File: src/rtl/rail_seq_pkg.sv
package rail_seq_pkg;
  localparam int unsigned N_SLOTS = 4;
  localparam int unsigned SLOT_W  = 2;

  typedef enum logic [2:0] {
    ST_OFF,
    ST_SETTLE,
    ST_UP,
    ST_ON,
    ST_DN
  } seq_state_e;
endpackage

File: src/rtl/rail_seq_timer.sv
module rail_seq_timer #(
  parameter int unsigned CNT_W = 8
) (
  input  logic             clk_i,
  input  logic             rst_ni,
  input  logic             clr_i,
  input  logic             tick_i,
  input  logic [CNT_W-1:0] target_i,
  output logic             hit_o
);
  logic [CNT_W-1:0] cnt_q;

  assign hit_o = (cnt_q == target_i);

  always_ff @(posedge clk_i or negedge rst_ni) begin
    if (!rst_ni)                 cnt_q <= '0;
    else if (clr_i)              cnt_q <= '0;
    else if (tick_i && !hit_o)   cnt_q <= cnt_q + 1'b1;
  end
endmodule

File: src/rtl/rail_seq_map.sv
module rail_seq_map
  import rail_seq_pkg::*;
#(
  parameter int unsigned N_RAILS = 4,
  parameter int unsigned LVL_W   = 3
) (
  input  logic [N_RAILS*SLOT_W-1:0] codes_i,
  input  logic [LVL_W-1:0]          level_i,
  output logic [N_RAILS-1:0]        en_o
);
  // rail is on once the fired-strobe count passes its slot code
  for (genvar r = 0; r < N_RAILS; r++) begin : g_rail
    assign en_o[r] = LVL_W'(codes_i[r*SLOT_W +: SLOT_W]) < level_i;
  end
endmodule

File: src/rtl/rail_seq_fsm.sv
module rail_seq_fsm
  import rail_seq_pkg::*;
#(
  parameter int unsigned N_RAILS      = 4,
  parameter int unsigned DLY_W        = 8,
  parameter int unsigned SETTLE_TICKS = 11,
  parameter int unsigned CNT_W        = 8,
  parameter int unsigned LVL_W        = 3
) (
  input  logic                      clk_i,
  input  logic                      rst_ni,
  input  logic                      wake_i,
  input  logic [N_RAILS*SLOT_W-1:0] slot_cfg_i,
  input  logic [N_SLOTS*DLY_W-1:0]  dly_cfg_i,
  input  logic                      hit_i,
  output logic                      tmr_clr_o,
  output logic                      tmr_sub_o,
  output logic [CNT_W-1:0]          tmr_target_o,
  output logic [LVL_W-1:0]          level_o,
  output logic [N_RAILS*SLOT_W-1:0] codes_o,
  output logic                      busy_o,
  output logic                      done_o
);
  localparam int unsigned CODE_W = N_RAILS * SLOT_W;
  localparam int unsigned IDX_W  = $clog2(N_SLOTS);

  seq_state_e                    state_q, state_d;
  logic [LVL_W-1:0]              level_q, level_d;
  logic                          first_q, first_d;
  logic [CODE_W-1:0]             codes_q;
  logic [N_SLOTS-1:0][DLY_W-1:0] dly_q;
  logic                          snap_codes, snap_dly;
  logic [IDX_W-1:0]              dly_idx;
  logic                          last_up, last_dn;

  assign last_up = (level_q == LVL_W'(N_SLOTS - 1));
  assign last_dn = (level_q == LVL_W'(1));

  // first fall step always uses delay 0, later ones mirror the rise delays
  assign dly_idx      = (state_q == ST_DN && first_q) ? '0 : level_q[IDX_W-1:0];
  assign tmr_sub_o    = (state_q == ST_SETTLE);
  assign tmr_target_o = tmr_sub_o ? CNT_W'(SETTLE_TICKS) : CNT_W'(dly_q[dly_idx]);

  always_comb begin
    state_d    = state_q;
    level_d    = level_q;
    first_d    = first_q;
    snap_codes = 1'b0;
    snap_dly   = 1'b0;
    tmr_clr_o  = 1'b0;
    unique case (state_q)
      ST_OFF: begin
        tmr_clr_o = 1'b1;
        if (wake_i) begin
          state_d    = ST_SETTLE;
          snap_codes = 1'b1;
          snap_dly   = 1'b1;
        end
      end
      ST_SETTLE: begin
        if (!wake_i) begin
          state_d   = ST_OFF;
          tmr_clr_o = 1'b1;
        end else if (hit_i) begin
          state_d   = ST_UP;
          tmr_clr_o = 1'b1;
        end
      end
      ST_UP: begin
        if (!wake_i) begin
          tmr_clr_o = 1'b1;
          if (level_q == '0) begin
            state_d = ST_OFF;
          end else begin
            state_d  = ST_DN;
            first_d  = 1'b1;
            snap_dly = 1'b1;
          end
        end else if (hit_i) begin
          tmr_clr_o = 1'b1;
          level_d   = level_q + 1'b1;
          if (last_up) state_d = ST_ON;
        end
      end
      ST_ON: begin
        tmr_clr_o = 1'b1;
        if (!wake_i) begin
          state_d  = ST_DN;
          first_d  = 1'b1;
          snap_dly = 1'b1;
        end
      end
      ST_DN: begin
        if (hit_i) begin
          tmr_clr_o = 1'b1;
          level_d   = level_q - 1'b1;
          first_d   = 1'b0;
          if (last_dn) state_d = ST_OFF;
        end
      end
      default: begin
        state_d   = ST_OFF;
        level_d   = '0;
        tmr_clr_o = 1'b1;
      end
    endcase
  end

  always_ff @(posedge clk_i or negedge rst_ni) begin
    if (!rst_ni) begin
      state_q <= ST_OFF;
      level_q <= '0;
      first_q <= 1'b0;
      codes_q <= '0;
      dly_q   <= '0;
    end else begin
      state_q <= state_d;
      level_q <= level_d;
      first_q <= first_d;
      if (snap_codes) codes_q <= slot_cfg_i;
      if (snap_dly)   dly_q   <= dly_cfg_i;
    end
  end

  assign level_o = level_q;
  assign codes_o = codes_q;
  assign busy_o  = (state_q == ST_SETTLE) || (state_q == ST_UP) || (state_q == ST_DN);
  assign done_o  = (state_q == ST_ON);
endmodule

File: src/rtl/rail_seq_top.sv
module rail_seq_top
  import rail_seq_pkg::*;
#(
  parameter int unsigned N_RAILS      = 4,
  parameter int unsigned DLY_W        = 8,
  parameter int unsigned SETTLE_TICKS = 11
) (
  input  logic                      clk_i,
  input  logic                      rst_ni,
  input  logic                      wake_i,
  input  logic                      tick_ms_i,
  input  logic                      tick_sub_i,
  input  logic [N_RAILS*SLOT_W-1:0] slot_cfg_i,
  input  logic [N_SLOTS*DLY_W-1:0]  dly_cfg_i,
  output logic [N_RAILS-1:0]        rail_en_o,
  output logic                      busy_o,
  output logic                      done_o
);
  localparam int unsigned SET_W = $clog2(SETTLE_TICKS + 1);
  localparam int unsigned CNT_W = (DLY_W > SET_W) ? DLY_W : SET_W;
  localparam int unsigned LVL_W = $clog2(N_SLOTS + 1);

  logic                      tmr_clr, tmr_sub, tmr_hit, tmr_tick;
  logic [CNT_W-1:0]          tmr_target;
  logic [LVL_W-1:0]          level;
  logic [N_RAILS*SLOT_W-1:0] codes;

  assign tmr_tick = tmr_sub ? tick_sub_i : tick_ms_i;

  rail_seq_fsm #(
    .N_RAILS(N_RAILS), .DLY_W(DLY_W), .SETTLE_TICKS(SETTLE_TICKS),
    .CNT_W(CNT_W), .LVL_W(LVL_W)
  ) u_fsm (
    .clk_i        (clk_i),
    .rst_ni       (rst_ni),
    .wake_i       (wake_i),
    .slot_cfg_i   (slot_cfg_i),
    .dly_cfg_i    (dly_cfg_i),
    .hit_i        (tmr_hit),
    .tmr_clr_o    (tmr_clr),
    .tmr_sub_o    (tmr_sub),
    .tmr_target_o (tmr_target),
    .level_o      (level),
    .codes_o      (codes),
    .busy_o       (busy_o),
    .done_o       (done_o)
  );

  rail_seq_timer #(.CNT_W(CNT_W)) u_timer (
    .clk_i    (clk_i),
    .rst_ni   (rst_ni),
    .clr_i    (tmr_clr),
    .tick_i   (tmr_tick),
    .target_i (tmr_target),
    .hit_o    (tmr_hit)
  );

  rail_seq_map #(.N_RAILS(N_RAILS), .LVL_W(LVL_W)) u_map (
    .codes_i (codes),
    .level_i (level),
    .en_o    (rail_en_o)
  );
endmodule

File: config.mk
export PLATFORM = sky130hd
export DESIGN_NAME = rail_seq_top
export DESIGN_NICKNAME = d
export VERILOG_FILES = /design/src/rtl/rail_seq_pkg.sv /design/src/rtl/rail_seq_timer.sv /design/src/rtl/rail_seq_map.sv /design/src/rtl/rail_seq_fsm.sv /design/src/rtl/rail_seq_top.sv
export SDC_FILE = /design/constraint.sdc
export NUM_CORES = 1
export LEC_CHECK = 0
export ABC_AREA = 1
export BUFFER_PORTS_ARGS = -buffer_cell sky130_fd_sc_hd__buf_2
export CORE_UTILIZATION = 50
export CTS_BUF_LIST = sky130_fd_sc_hd__clkbuf_4 sky130_fd_sc_hd__clkbuf_8
export DETAILED_ROUTE_END_ITERATION = 8
export GPL_ROUTABILITY_DRIVEN = 0
export GPL_TIMING_DRIVEN = 0
export PLACE_DENSITY = 0.78
export REMOVE_ABC_BUFFERS = 1
export SETUP_SLACK_MARGIN = 0.05
export SLEW_MARGIN = 10
export SYNTH_ARGS = -nofsm -noshare
export SYNTH_HDL_FRONTEND = slang
export SYNTH_SLANG_ARGS = --single-unit
export TNS_END_PERCENT = 10
File: constraint.sdc
create_clock -name clk_i -period 2.9 [get_ports clk_i]
set_clock_uncertainty 0.2 [all_clocks]
set_input_delay 0.145 -clock clk_i [delete_from_list [all_inputs] [get_ports clk_i]]
set_output_delay 0.145 -clock clk_i [all_outputs]
set_load 0.02 [all_outputs]
* Yosys cells after proc, flatten, opt, wreduce, memory -nomap -nowiden *
Index checks and enable logic that the tools add are counted.

cells by class
  add/sub/neg operators = 3
  $lt $le $gt $ge = 5
  equality and inequality tests = 18
  mux-type cells = 36
  bitwise gates (word level) = 1
  reductions and logical operators = 14

operator list
  cell                                                    count
  two-way mux 3 bit                                       13
  two-way mux 8 bit                                       4
  binary-select mux 8 bit (select 2 bit)                  1
  one-hot mux 3 bit (5 select lines)                      1
  < comparator 2 x 3 -> 1 bit                             4
  two-way mux 1 bit                                       12
  inequality test 2 bit (second input constant)           5
  equality test 3 x 2 -> 1 bit (second input constant)    3
  inequality test 3 x 2 -> 1 bit (second input constant)  3
  one-hot mux 3 bit (3 select lines)                      1
  adder 8 x 1 -> 8 bit (second input constant)            1
  equality test 8 bit                                     1
  AND reduction 7 bit                                     1
  equality test 3 x 1 -> 1 bit (second input constant)    2
  logical NOT 3 bit                                       2
  inequality test 2 x 1 -> 1 bit (second input constant)  3
  one-hot mux 1 bit (3 select lines)                      2
  AND reduction 5 bit                                     1
  AND reduction 4 bit                                     1
  adder 3 x 1 -> 3 bit (second input constant)            1
  equality test 3 bit (second input constant)             1
  < comparator 2 x 3 -> 1 bit (second input constant)     1
  nonzero test 3 bit                                      1
  OR reduction 3 bit                                      1
  9 further kinds                                         11

storage, ports and cells
  register bits = 55
  input port bits = 45
  output and inout bits = 6
  logic and storage cells = 86

* Longest topological paths before layout *
  word-level depth = 11
  depth in mapped cells = 18
  mapped depth without buffers = 18

* Modules after synthesis *
A second synthesis with hierarchy kept.

second synthesis, totals
  cell total of the unflattened synthesis = 469
  area, all modules = 3,353.2 um2

modules (own cells, without submodules)
  module          times used  cells each  area each (um2)  sequential area each (um2)
  rail_seq_fsm    1           327         2,486.1          1,176.1
  rail_seq_timer  1           104         651.9            200.2
  rail_seq_map    1           34          200.2            0.0
  rail_seq_top    1           4           15.0             0.0

* Worst setup path before layout *
No wires, ideal clock.

  kind = flip-flop to flip-flop
  from = reg u_fsm.level_q[0], in the netlist u_fsm.level_o[0]
  to = reg u_fsm.dly_q[16] in the netlist's numbering
  arrival time = 1.877 ns
  required time = 2.575 ns
  path slack = 0.698 ns
  cell stages (with the launch flop) = 10
  buffers on the path = 3
  cell sequence = dfrtp_1 -> buf_2 -> inv_1 -> buf_2 -> ha_1 -> a21oi_1 -> a22oi_1 -> nand2_1 -> buf_2 -> mux2_2

on the way
  word-level cells in the longest chain between the ends = 4

ends and longest elaborated chain
  element                             line                 RTL
  start, declared                     rail_seq_fsm.sv:28   logic [LVL_W-1:0] level_q, level_d;
  start signal, assigned              rail_seq_fsm.sv:118  level_q <= level_d;
  logical NOT 3 bit                   rail_seq_fsm.sv:72   if (level_q == '0) begin
  two-way mux 1 bit                   rail_seq_fsm.sv:72
  two-way mux 1 bit                   rail_seq_fsm.sv:70   if (!wake_i) begin
  one-hot mux 1 bit (3 select lines)  rail_seq_fsm.sv:51   unique case (state_q)
  end signal, assigned                rail_seq_fsm.sv:121  if (snap_dly) dly_q <= dly_cfg_i;
  end, declared                       rail_seq_fsm.sv:31   logic [N_SLOTS-1:0][DLY_W-1:0] dly_q;

No other way between the ends.
A chain may end at the register's enable or synchronous reset.

* Final worst setup path *
  from = reg u_fsm.level_q[0], in the netlist u_fsm.level_o[0]
  to = reg u_fsm.dly_q[28] in the netlist's numbering

The elaborated chain is that of the path after synthesis.

==> impl_metrics.toml <==
[logic_synthesis]
syn_area_sq_um = 3020
ys_ff_latch = 55
synth_area_leader_cell = "dfrtp_1"
yosys-top-cells-count = "109 x nand2_1, 55 x dfrtp_1, 47 x inv_1"
synth_cell_types = 30
synth_seq_area_share_pct = 45.5
synth_edf_count = 0
ys_warn_count = 0
synthTopCellsByArea = "dfrtp_1 46%, nand2_1 14%, nand3_1 6.0%"
synth.avg_cell_area_sq_um = 8.06
synth.most_common_cell = "nand2_1"
async_flop_share_pct = 100
synth-main-ff-cell = "dfrtp_1"
synth_top_area_share_pct = 45.5
synth_cells = 375

[setup_path]
critPathMaxStageDelay_ns = 0.61
critPathArrivalTime_ns = 2.69
crit_path_max_fanout = 49
crit_slowest_cell = "dfrtp_4"
endpoint_kind = "flip-flop"
required_ns = 2.90
crit_chain = "clkinvlp_4, ha_1, a21oi_1, a22oi_1, nand2_2, buf_12, mux2_2"
start_kind = "flip-flop"
critPathKind = "flip-flop to flip-flop"

[status]
status = "completed"

[layout]
post-route-util_pct = 68.4
area_delta_synth_final_pct = 28.4
finalNonFillerCells = 538
num_antenna_cells = 0
nets = 520
stdcell_area_sq_um = 3880
multi_input_area_sq_um = 1410
fill_cells = 436
drive_gt1_share_pct = 19.1
seqCellArea_sq_um = 1380

[cts]
htreeDepth = 2
cts_made_buffers = 5
clock_latency_ns = 0.31
cts-root-buf = "clkbuf_8"
clk_pin_slew_ns = 0.10
cts_tree = "done"
clockBufferDepth = 2
clkSinkCount = 55

[sta]
tightest_slew_ns = 0.694
finalSetupViolCount = 0
hold_viol_final = 0
relSlewSlack_pct = 53.7
setup_slack_ns = 0.219
maxSlewViolCount = 0
whs_ns = 0.0523
finalSetupTns_ns = 0
final.min_clock_period_ns = 2.68
timing.fmax_mhz = 373
rsz0062_at_grt = "false"
final.period_utilization_pct = 92.5

[placement]
dpl_cell_area_sq_um = 3310
dp_cells = 484
dp.final_hpwl_mm = 4.54
io_buffer_count = 50
pre_cts_ws_ns = -0.0999

[grt]
grt_pass1_vias = 2720
overflow = 0
grt_pass1_wl_mm = 11.5
grt_usage_pct = 23.4
antenna_found_initial = 0
grt_max_degree = 56

[routing]
wl_per_cell_um = 13.2
antenna_left = 0
drtIter0Drc = 209
firstDrtPassIters = 4
vias = 2804
wirelength_mm = 7.11
via_per_inst = 5.21
drc = 0

[power]
p_per_area_nw_per_um2 = 966
leakage_nw = 1.94
irDropWorstVdd_mv = 0.667
power_mw = 3.75

[floorplan]
dieArea_sq_um = 6360
rows = 27
die_x_um = 79.8
core_area_sq_um = 5680
io_pins = 51
start_util_pct = 53.3
die_h_um = 79.8

[worst_hold_path]
hp-class = "primary input to flip-flop"

[job]
maxCapViolations = 0
## layer usage
| metal | track usage, % | vias up | wire length (um) |
|---|---|---|---|
| met5 | 0 | - | 0 |
| met4 | 9.11 | 0 | 97 |
| met3 | 4.46 | 8 | 398 |
| met2 | 43.2 | 88 | 3580 |
| met1 | 26.4 | 1310 | 3030 |
| li1 | - | 1398 | - |
## what timing repair did
action,CTS,global route
resized for setup,1,5
buffers inserted,0,5
hold endpoints to repair,95,0
pin swaps,0,1
setup endpoints to repair,9,8
hold buffers,41,0
## power by group
part           internal [mW]  switching, mW  leakage [nW]
Sequential              1.10          0.226         0.686
Clock                  0.189          0.254        0.0491
Combinational          0.781           1.20          1.21
## critical path: cells and delay by family (launching register included)
family | cells | cell delay, ns
AOI/OAI and AO/OA | 2 | 0.31
DFF | 1 | 0.61
buffers and inverters | 2 | 0.55
and+or+nand+nor | 1 | 0.24
adders and majority gates | 1 | 0.27
muxes | 1 | 0.37
## layout by cell type, fill, tap and decap left out, drive strengths merged, types with 4 or more instances in the layout
| cell type | count |
|---|---|
| inv | 46 |
| nand2 | 112 |
| mux2 | 15 |
| clkbuf | 7 |
| a21oi | 6 |
| nand3 | 38 |
| ha | 10 |
| nor2 | 18 |
| buf | 56 |
| o21ai | 35 |
| o21a | 4 |
| dlygate4sd3 | 41 |
| nor3 | 6 |
| o2111ai | 5 |
| dfrtp | 55 |
## state kept, by name, summed over array words and instances (netlist names)
signal / count
u_fsm.state_q: 3
u_fsm.dly_q: 32
u_fsm.level_o: 3
u_fsm.codes_o: 8
u_fsm.first_q: 1
u_timer.cnt_q: 8
## worst paths after layout
path / from / to / slack, ns / depth (start not counted)
worst max-delay path: u_fsm.level_o[0]$_DFFE_PN0P_ / u_fsm.dly_q[28]$_DFFE_PN0P_ / 0.22 / 7
worst min-delay path: tick_sub_i / u_timer.cnt_q[1]$_DFFE_PN0P_ / 0.05 / 4
worst max register to register: u_fsm.level_o[0]$_DFFE_PN0P_ / u_fsm.dly_q[28]$_DFFE_PN0P_ / 0.22 / 7
worst min register to register: u_fsm.dly_q[31]$_DFFE_PN0P_ / u_fsm.dly_q[31]$_DFFE_PN0P_ / 0.31 / 1
max in group asynchronous: rst_ni / u_fsm.level_o[0]$_DFFE_PN0P_ / 1.76 / 2
min in group asynchronous: rst_ni / u_fsm.dly_q[15]$_DFFE_PN0P_ / 0.22 / 2
## layout make-up
cell class	instances	share of cell area (%)
timing repair buffer	97	18.9
inverter	47	4.64
tap	72	2.32
multi-input combinational	259	36.3
clock inverter	1	0.129
sequential	55	35.5
clock buffer	7	2.16
## kinds of logic after synthesis
kind of cell               share of synthesized area (%)
adders and majority gates                           4.14
and+or+nand+nor                                     26.1
muxes                                               5.59
xor gates and xnor gates                           0.290
DFF                                                 45.5
buffers and inverters                               8.48
AOI/OAI and AO/OA                                   9.89
Note: power is estimated with default switching activity, not from simulation.
